[config.mk]
export PLATFORM = sky130hd
export DESIGN_NAME = gf_sqmul_fold
export DESIGN_NICKNAME = d
export VERILOG_FILES = /design/src/rtl/gf_sqmul_pkg.sv /design/src/rtl/gf_sqmul_pprime.sv /design/src/rtl/gf_sqmul_row.sv /design/src/rtl/gf_sqmul_array.sv /design/src/rtl/gf_sqmul_ctrl.sv /design/src/rtl/gf_sqmul_fold.sv
export SDC_FILE = /design/constraint.sdc
export NUM_CORES = 1
export LEC_CHECK = 0
export CORE_MARGIN = 1
export CORE_UTILIZATION = 65
export CTS_CLUSTER_SIZE = 10
export DETAILED_ROUTE_END_ITERATION = 7
export DONT_BUFFER_PORTS = 1
export PLACE_DENSITY = 0.83
export SETUP_SLACK_MARGIN = 0.05
export SYNTH_ARGS = -nofsm -noshare
export SYNTH_HDL_FRONTEND = slang
export SYNTH_HIERARCHICAL = 1
export SYNTH_SLANG_ARGS = --single-unit
export TNS_END_PERCENT = 100
[constraint.sdc]
create_clock -name clk -period 2.7 [get_ports clk]
set_input_delay 0.405 -clock clk [delete_from_list [all_inputs] [get_ports clk]]
set_output_delay 0.405 -clock clk [all_outputs]
set_load 0.03 [all_outputs]
[src/rtl/gf_sqmul_pkg.sv]
// Shared types for the folded A*B^2 unit.
// Assumes nothing beyond IEEE 1800-2017 synthesizable subset.
package gf_sqmul_pkg;

    // Controller state: waiting for start, or walking rounds.
    typedef enum logic {
        ST_IDLE = 1'b0,
        ST_RUN  = 1'b1
    } sq_state_e;

    // Ceiling division used to derive the round count.
    function automatic int ceil_div(input int num, input int den);
        return (num + den - 1) / den;
    endfunction

endpackage

[src/rtl/gf_sqmul_pprime.sv]
// Derives the reduced form of x^(M+1) from the low coefficients of P.
// Assumes x^M = sum poly[j] x^j; then x^(M+1) = x*x^M is reduced once more.
module gf_sqmul_pprime #(
    parameter int M = 8
) (
    input  logic [M-1:0] poly,
    output logic [M-1:0] poly_hi
);

    // Bit 0 receives only the wrapped top coefficient.
    assign poly_hi[0] = poly[M-1] & poly[0];

    // Higher bits: shifted coefficient plus wrapped top coefficient.
    for (genvar j = 1; j < M; j++) begin : g_hi
        assign poly_hi[j] = (poly[M-1] & poly[j]) ^ poly[j-1];
    end

endmodule

[src/rtl/gf_sqmul_row.sv]
// One array row: s_out = s_in * x^2 + a_op * bit_b, reduced mod P.
// Assumes M >= 2 and poly_hi = x^(M+1) mod P supplied by the caller.
module gf_sqmul_row #(
    parameter int M = 8
) (
    input  logic [M-1:0] s_in,
    input  logic [M-1:0] a_op,
    input  logic [M-1:0] poly,
    input  logic [M-1:0] poly_hi,
    input  logic         bit_b,
    output logic [M-1:0] s_out
);

    // Overflow bits that fold back through x^M and x^(M+1).
    logic ovf_lo;
    logic ovf_hi;
    assign ovf_lo = s_in[M-2];
    assign ovf_hi = s_in[M-1];

    for (genvar j = 0; j < M; j++) begin : g_bit
        if (j < 2) begin : g_low
            // Low two bits have no shifted-in term.
            assign s_out[j] = (ovf_lo & poly[j]) ^ (ovf_hi & poly_hi[j])
                            ^ (a_op[j] & bit_b);
        end else begin : g_mid
            // Remaining bits take the term shifted up by two.
            assign s_out[j] = s_in[j-2] ^ (ovf_lo & poly[j])
                            ^ (ovf_hi & poly_hi[j]) ^ (a_op[j] & bit_b);
        end
    end

endmodule

[src/rtl/gf_sqmul_array.sv]
// Folded array of T rows, each followed by its own stage register.
// Row r loads only in slot r of a round; row 0 takes zero in the first
// round and the last stage's value in later rounds.
module gf_sqmul_array #(
    parameter int M  = 8,
    parameter int T  = 3,
    parameter int CW = (T > 1) ? $clog2(T) : 1
) (
    input  logic          clk,
    input  logic          rst_n,
    input  logic          run,
    input  logic [CW-1:0] slot,
    input  logic          first_rnd,
    input  logic [T-1:0]  digit,
    input  logic [M-1:0]  a_op,
    input  logic [M-1:0]  poly,
    input  logic [M-1:0]  poly_hi,
    output logic [M-1:0]  result
);

    logic [M-1:0] stg     [T];
    logic [M-1:0] row_in  [T];
    logic [M-1:0] row_out [T];

    for (genvar r = 0; r < T; r++) begin : g_row
        if (r == 0) begin : g_head
            // Head row: zero seed in round 0, feedback afterwards.
            assign row_in[r] = first_rnd ? '0 : stg[T-1];
        end else begin : g_body
            // Other rows chain from the previous stage.
            assign row_in[r] = stg[r-1];
        end

        gf_sqmul_row #(.M(M)) u_row (
            .s_in    (row_in[r]),
            .a_op    (a_op),
            .poly    (poly),
            .poly_hi (poly_hi),
            .bit_b   (digit[T-1-r]),
            .s_out   (row_out[r])
        );

        // Stage register: loads in this row's slot only.
        always_ff @(posedge clk) begin
            if (!rst_n) begin
                stg[r] <= '0;
            end else if (run && (slot == CW'(r))) begin
                stg[r] <= row_out[r];
            end
        end
    end

    assign result = stg[T-1];

endmodule

[src/rtl/gf_sqmul_ctrl.sv]
// Round and slot sequencer for the folded array.
// Assumes start is ignored while running; done pulses after the last slot.
module gf_sqmul_ctrl
    import gf_sqmul_pkg::*;
#(
    parameter int T  = 3,
    parameter int N  = 3,
    parameter int CW = (T > 1) ? $clog2(T) : 1
) (
    input  logic          clk,
    input  logic          rst_n,
    input  logic          start,
    output logic          capture,
    output logic          run,
    output logic [CW-1:0] slot,
    output logic          first_rnd,
    output logic          rnd_end,
    output logic          busy,
    output logic          done
);

    localparam int RW = (N > 1) ? $clog2(N) : 1;

    sq_state_e     state;
    logic [RW-1:0] rnd;
    logic          last_slot;
    logic          last_rnd;

    assign run       = (state == ST_RUN);
    assign busy      = run;
    assign capture   = (state == ST_IDLE) && start;
    assign last_slot = (slot == CW'(T - 1));
    assign last_rnd  = (rnd == RW'(N - 1));
    assign first_rnd = (rnd == '0);
    assign rnd_end   = run && last_slot;

    // Sequencer: slot counter inside rounds, round counter, done pulse.
    always_ff @(posedge clk) begin
        if (!rst_n) begin
            state <= ST_IDLE;
            slot  <= '0;
            rnd   <= '0;
            done  <= 1'b0;
        end else begin
            done <= 1'b0;
            if (capture) begin
                state <= ST_RUN;
                slot  <= '0;
                rnd   <= '0;
            end else if (run) begin
                if (last_slot) begin
                    slot <= '0;
                    if (last_rnd) begin
                        state <= ST_IDLE;
                        done  <= 1'b1;
                    end else begin
                        rnd <= rnd + 1'b1;
                    end
                end else begin
                    slot <= slot + 1'b1;
                end
            end
        end
    end

endmodule

[src/rtl/gf_sqmul_fold.sv]
// Top: folded A*B^2 mod P unit with T rows reused over ceil(M/T) rounds.
// Assumes M >= 2 and 1 <= T <= M; operands are captured on start.
module gf_sqmul_fold
    import gf_sqmul_pkg::*;
#(
    parameter int M = 8,
    parameter int T = 3
) (
    input  logic         clk,
    input  logic         rst_n,
    input  logic         start,
    input  logic [M-1:0] a_in,
    input  logic [M-1:0] b_in,
    input  logic [M-1:0] poly_in,
    output logic         busy,
    output logic         done,
    output logic [M-1:0] y
);

    localparam int N  = ceil_div(M, T);
    localparam int NB = N * T;
    localparam int CW = (T > 1) ? $clog2(T) : 1;

    logic [M-1:0]  a_q;
    logic [M-1:0]  p_q;
    logic [M-1:0]  p_hi;
    logic [NB-1:0] b_sh;
    logic          capture;
    logic          run;
    logic [CW-1:0] slot;
    logic          first_rnd;
    logic          rnd_end;

    // Operand capture; the digit register advances one digit per round.
    always_ff @(posedge clk) begin
        if (!rst_n) begin
            a_q  <= '0;
            p_q  <= '0;
            b_sh <= '0;
        end else if (capture) begin
            a_q  <= a_in;
            p_q  <= poly_in;
            b_sh <= NB'(b_in);
        end else if (rnd_end) begin
            b_sh <= b_sh << T;
        end
    end

    gf_sqmul_pprime #(.M(M)) u_pp (
        .poly    (p_q),
        .poly_hi (p_hi)
    );

    gf_sqmul_ctrl #(.T(T), .N(N), .CW(CW)) u_ctrl (
        .clk       (clk),
        .rst_n     (rst_n),
        .start     (start),
        .capture   (capture),
        .run       (run),
        .slot      (slot),
        .first_rnd (first_rnd),
        .rnd_end   (rnd_end),
        .busy      (busy),
        .done      (done)
    );

    gf_sqmul_array #(.M(M), .T(T), .CW(CW)) u_arr (
        .clk       (clk),
        .rst_n     (rst_n),
        .run       (run),
        .slot      (slot),
        .first_rnd (first_rnd),
        .digit     (b_sh[NB-1 -: T]),
        .a_op      (a_q),
        .poly      (p_q),
        .poly_hi   (p_hi),
        .result    (y)
    );

endmodule

==> parameters.txt <==
Parameter                              Value

Placed design
  Final RePlAce weighted congestion ... 0.9029
  Count of input and output buffers ... 0
  HPWL Detailed ... 4458 um

Die
  Die outline area ... 0.005323 sq mm
  X dimension of the die ... 72.96 um
  Initial cell density of the core ... 68.39%
  Rows ... 25
  # IOs ... 37
  Area inside the core boundary ... 0.004786 sq mm
  Die span in y ... 72.96 um

Clocking
  Number of setup buffers added after CTS ... 0
  Clock transition at the register clock pins on the worst setup and hold paths after CTS ... 0.10 ns
  Root Buffer Master ... clkbuf_8
  Inserted Clock Buffers ... 5
  Insertion delay of the later-clocked pin in the worst-skew pair ... 0.31 ns
  Clk sinks ... 55
  Number of H-tree levels ... 2
  Clk buf depth ... 2
  Post_cts resized ... 0
  Count of hold-fix buffers inserted at cts ... 0
  TritonCTS clock tree ... done

Drt
  Total via count after detailed routing ... 2238
  Number of DRC markers in iteration 0 ... 120
  ANT nets after route ... 0
  Final routed wirelength across all metal layers ... 6374 um
  TritonRoute pass-1 iters ... 4
  Residual DRC count ... 0
  Ratio of routed vias to standard cells ... 5.485
  Detailed-route wire length per cell ... 15.62 um

Timing
  RSZ-0062 raised after global routing ... no
  Transition time at the pin with the least slew margin ... 0.6578 ns
  Slew Limit Fails ... 0
  Worst slew slack as a fraction of its limit ... 56.06%
  Period Utilization, post-route ... 79.42%
  Fmax ... 0.4664 GHz
  Worst Clk Skew ... 0.01373 ns
  Total setup violations reported at the end of the flow ... 0
  Setup_tns ... 0 ns
  Endpoints failing hold ... 0
  Time the worst path needs with I/O delays and setup ... 2.144 ns

Worst setup path
  Crit path arrival time ... 2.22 ns
  Kind of end point of the critical path ... flip-flop
  Cell type group with the largest total delay on the critical path ... simple AND/OR/NAND/NOR gates
  Register-to-Register Path Depth ... 7
  Critical path's largest stage delay ... 0.56 ns
  Start-to-end type of the worst setup path ... flip-flop to flip-flop
  Startpoint type of the worst setup path ... flip-flop
  Maximum net fanout on the critical path ... 8
  Worst-path cell chain ... inv_1, ha_1, nor2b_1, nand2_1, xor2_1, xnor2_1, and2_1
  Required time worst endpoint ... 2.78 ns
  WP buf/inv ... 1
  End of the worst register-to-register path ... u_arr/stg[0][7]
  Setup slack, reg-to-reg ... 0.56 ns
  Critical path's slowest cell ... nor2b_1
  R2r startpoint ... u_ctrl/rnd[0]

Global routing
  Wire length of the first global-routing pass ... 10240 um
  Antenna violations before repair ... 0
  Global-route usage over all layers ... 26.16%
  Total congestion overflow after global routing ... 0
  Number of global-route vias before repair ... 2063
  Largest net degree at the start of global routing ... 35

Logic synthesis
  Post-synthesis instance area ... 0.003273 sq mm
  Warnings from Yosys ... 6
  Average cell area after synthesis ... 9.487 sq um
  Number of flip-flops and latches in the synthesized netlist ... 55
  Count of distinct cell types in the synthesized netlist ... 29
  Post-Synthesis Net Count ... 375
  Share of synthesized area occupied by flip-flops and latches ... 40.98%
  Gate Count Post-Synth ... 345

Power
  Net switching power of the design ... 404.3 uW
  Leakage component of the power ... 1.158 nW
  Power density over cell area ... 468.0 mW/mm^2
  Maximum resistive drop on vdd ... 0.3538 mV
  Relative contribution of combinational cells to total power ... 10.0%
  Internal Dissipation ... 1.178 mW
  Sequential cell fraction of total power ... 62.0%
  Clk network pwr share ... 28.0%
  Switching part of the total power ... 25.55%

Hold path
  Launch instance of the worst min-delay path ... rst_n
  End of the worst hold path ... b_sh[5]
  Hold Path Depth ... 1
  Worst hold path type ... input port to flip-flop

Layout
  Commonest non-fill, non-tap cells in the layout ... nand2_1, xor2_1, dfxtp_1
  Number of nets in the finished design ... 370
  Antenna cells ... 0
  Layout cells sized above 1 ... 6.158%
  Relative area change from synthesis to final layout ... 3.287%
  Finished Core Util ... 70.64%
  Most common library cell in the layout ignoring fill and taps ... nand2_1

Outcome
  Result of the run ... complete, no violations

Job
  Number of maximum-capacitance violations ... 0
[sequential cells by signal, summed over array words and instances, names as in the netlist]
register,cells
u_arr/stg,24
b_sh,9
a_q,8
p_q,8
u_ctrl/rnd,2
u_ctrl/slot,2
u_ctrl/busy,1
u_ctrl/done,1
[Yosys cell counts]
master | count | area, sq um
nand2_1 | 83 | 311.6
xor2_1 | 43 | 376.6
dfxtp_1 | 31 | 620.6
xnor2_1 | 30 | 262.8
nor2b_1 | 25 | 156.4
and2_1 | 24 | 150.1
edfxtp_1 | 24 | 720.7
mux2i_1 | 18 | 180.2
nand2b_1 | 7 | 43.79
clkbuf_2 | 6 | 30.03
buf_2 | 5 | 25.02
mux2_2 | 5 | 56.30
o211a_1 | 5 | 50.05
inv_1 | 4 | 15.01
nor2_1 | 4 | 15.01
o21ai_0 | 4 | 20.02
a21boi_1 | 3 | 22.52
a21oi_1 | 3 | 15.01
buf_4 | 3 | 22.52
ha_1 | 3 | 37.54
or3b_1 | 3 | 26.28
and4b_4 | 2 | 27.53
and4bb_4 | 2 | 32.53
clkbuf_1 | 2 | 7.510
nor3b_1 | 2 | 15.01
and2_2 | 1 | 7.510
and3_1 | 1 | 6.260
buf_6 | 1 | 11.26
nand3b_1 | 1 | 7.510
[logic make-up (layout without fill, tap and decap cells)]
| logic type | Yosys count | count (layout) | synth area share, % |
|---|---|---|---|
| mux | 23 | 23 | 7.225 |
| flops | 55 | 55 | 40.98 |
| compound gates | 15 | 15 | 3.287 |
| fa+ha+maj | 3 | 3 | 1.147 |
| buf+inv | 21 | 17 | 3.402 |
| simple gates | 155 | 155 | 24.43 |
| xor+xnor | 73 | 73 | 19.53 |
[layer usage]
metal  track usage [%]  wire length [um]  vias up
li1                  -                 -     1097
met2             40.29              2858       72
met1             37.57              3058     1058
met5                 0                 0        -
met3             3.453               356       11
met4             10.02               101        0
[layout make-up]
| type | count | area [sq um] |
|---|---|---|
| Sequential cell | 55 | 1341 |
| Fill cell | 374 | 1405 |
| Inverter | 4 | 15.01 |
| Tap cell | 67 | 83.83 |
| Multi-Input combinational cell | 269 | 1823 |
| Timing Repair Buffer | 5 | 37.54 |
| Clock buffer | 8 | 80.08 |
[power groups by stage]
stage               registers (mW)  logic (mW)  clock network (mW)
floorplan                    0.966       0.152                   0
global placement             0.997       0.154                   0
detailed placement           0.999       0.159                   0
CTS                          0.979       0.159               0.449
global route                 0.987       0.175               0.473
finish                       0.980       0.158               0.444
[worst max path at each step]
| stage | startpoint | endpoint | slack, ns | cells past startpoint |
|---|---|---|---|---|
| 6_report | u_ctrl/rnd[0] | u_arr/stg[0][7] | 0.56 | 7 |
| 5_1_grt | u_ctrl/rnd[0] | u_arr/stg[0][7] | 0.45 | 7 |
| 4_1_cts | u_ctrl/rnd[0] | u_arr/stg[0][7] | 0.63 | 7 |
| 3_5_place_dp | u_ctrl/rnd[0] | u_arr/stg[0][7] | 0.65 | 7 |
| 3_3_place_gp | u_ctrl/rnd[0] | u_arr/stg[0][5] | 0.68 | 7 |
| 2_1_floorplan | u_ctrl/busy | u_arr/stg[0][0] | 0.84 | 3 |
[through the flow]
stage	cells	setup slack [ns]	power, mW	hold WS [ns]	area, sq um
final	408	0.5557	1.582	0.2278	3381
after global routing	408	0.4477	1.635	0.2258	3381
after detailed placement	400	0.6533	1.157	0.5133	3301
after global placement	400	0.6761	1.151	0.5067	3301
after floorplan	345	0.8363	1.118	0.4836	3273
after CTS	408	0.6343	1.587	0.2211	3381
(Power assumes the default switching activity.)
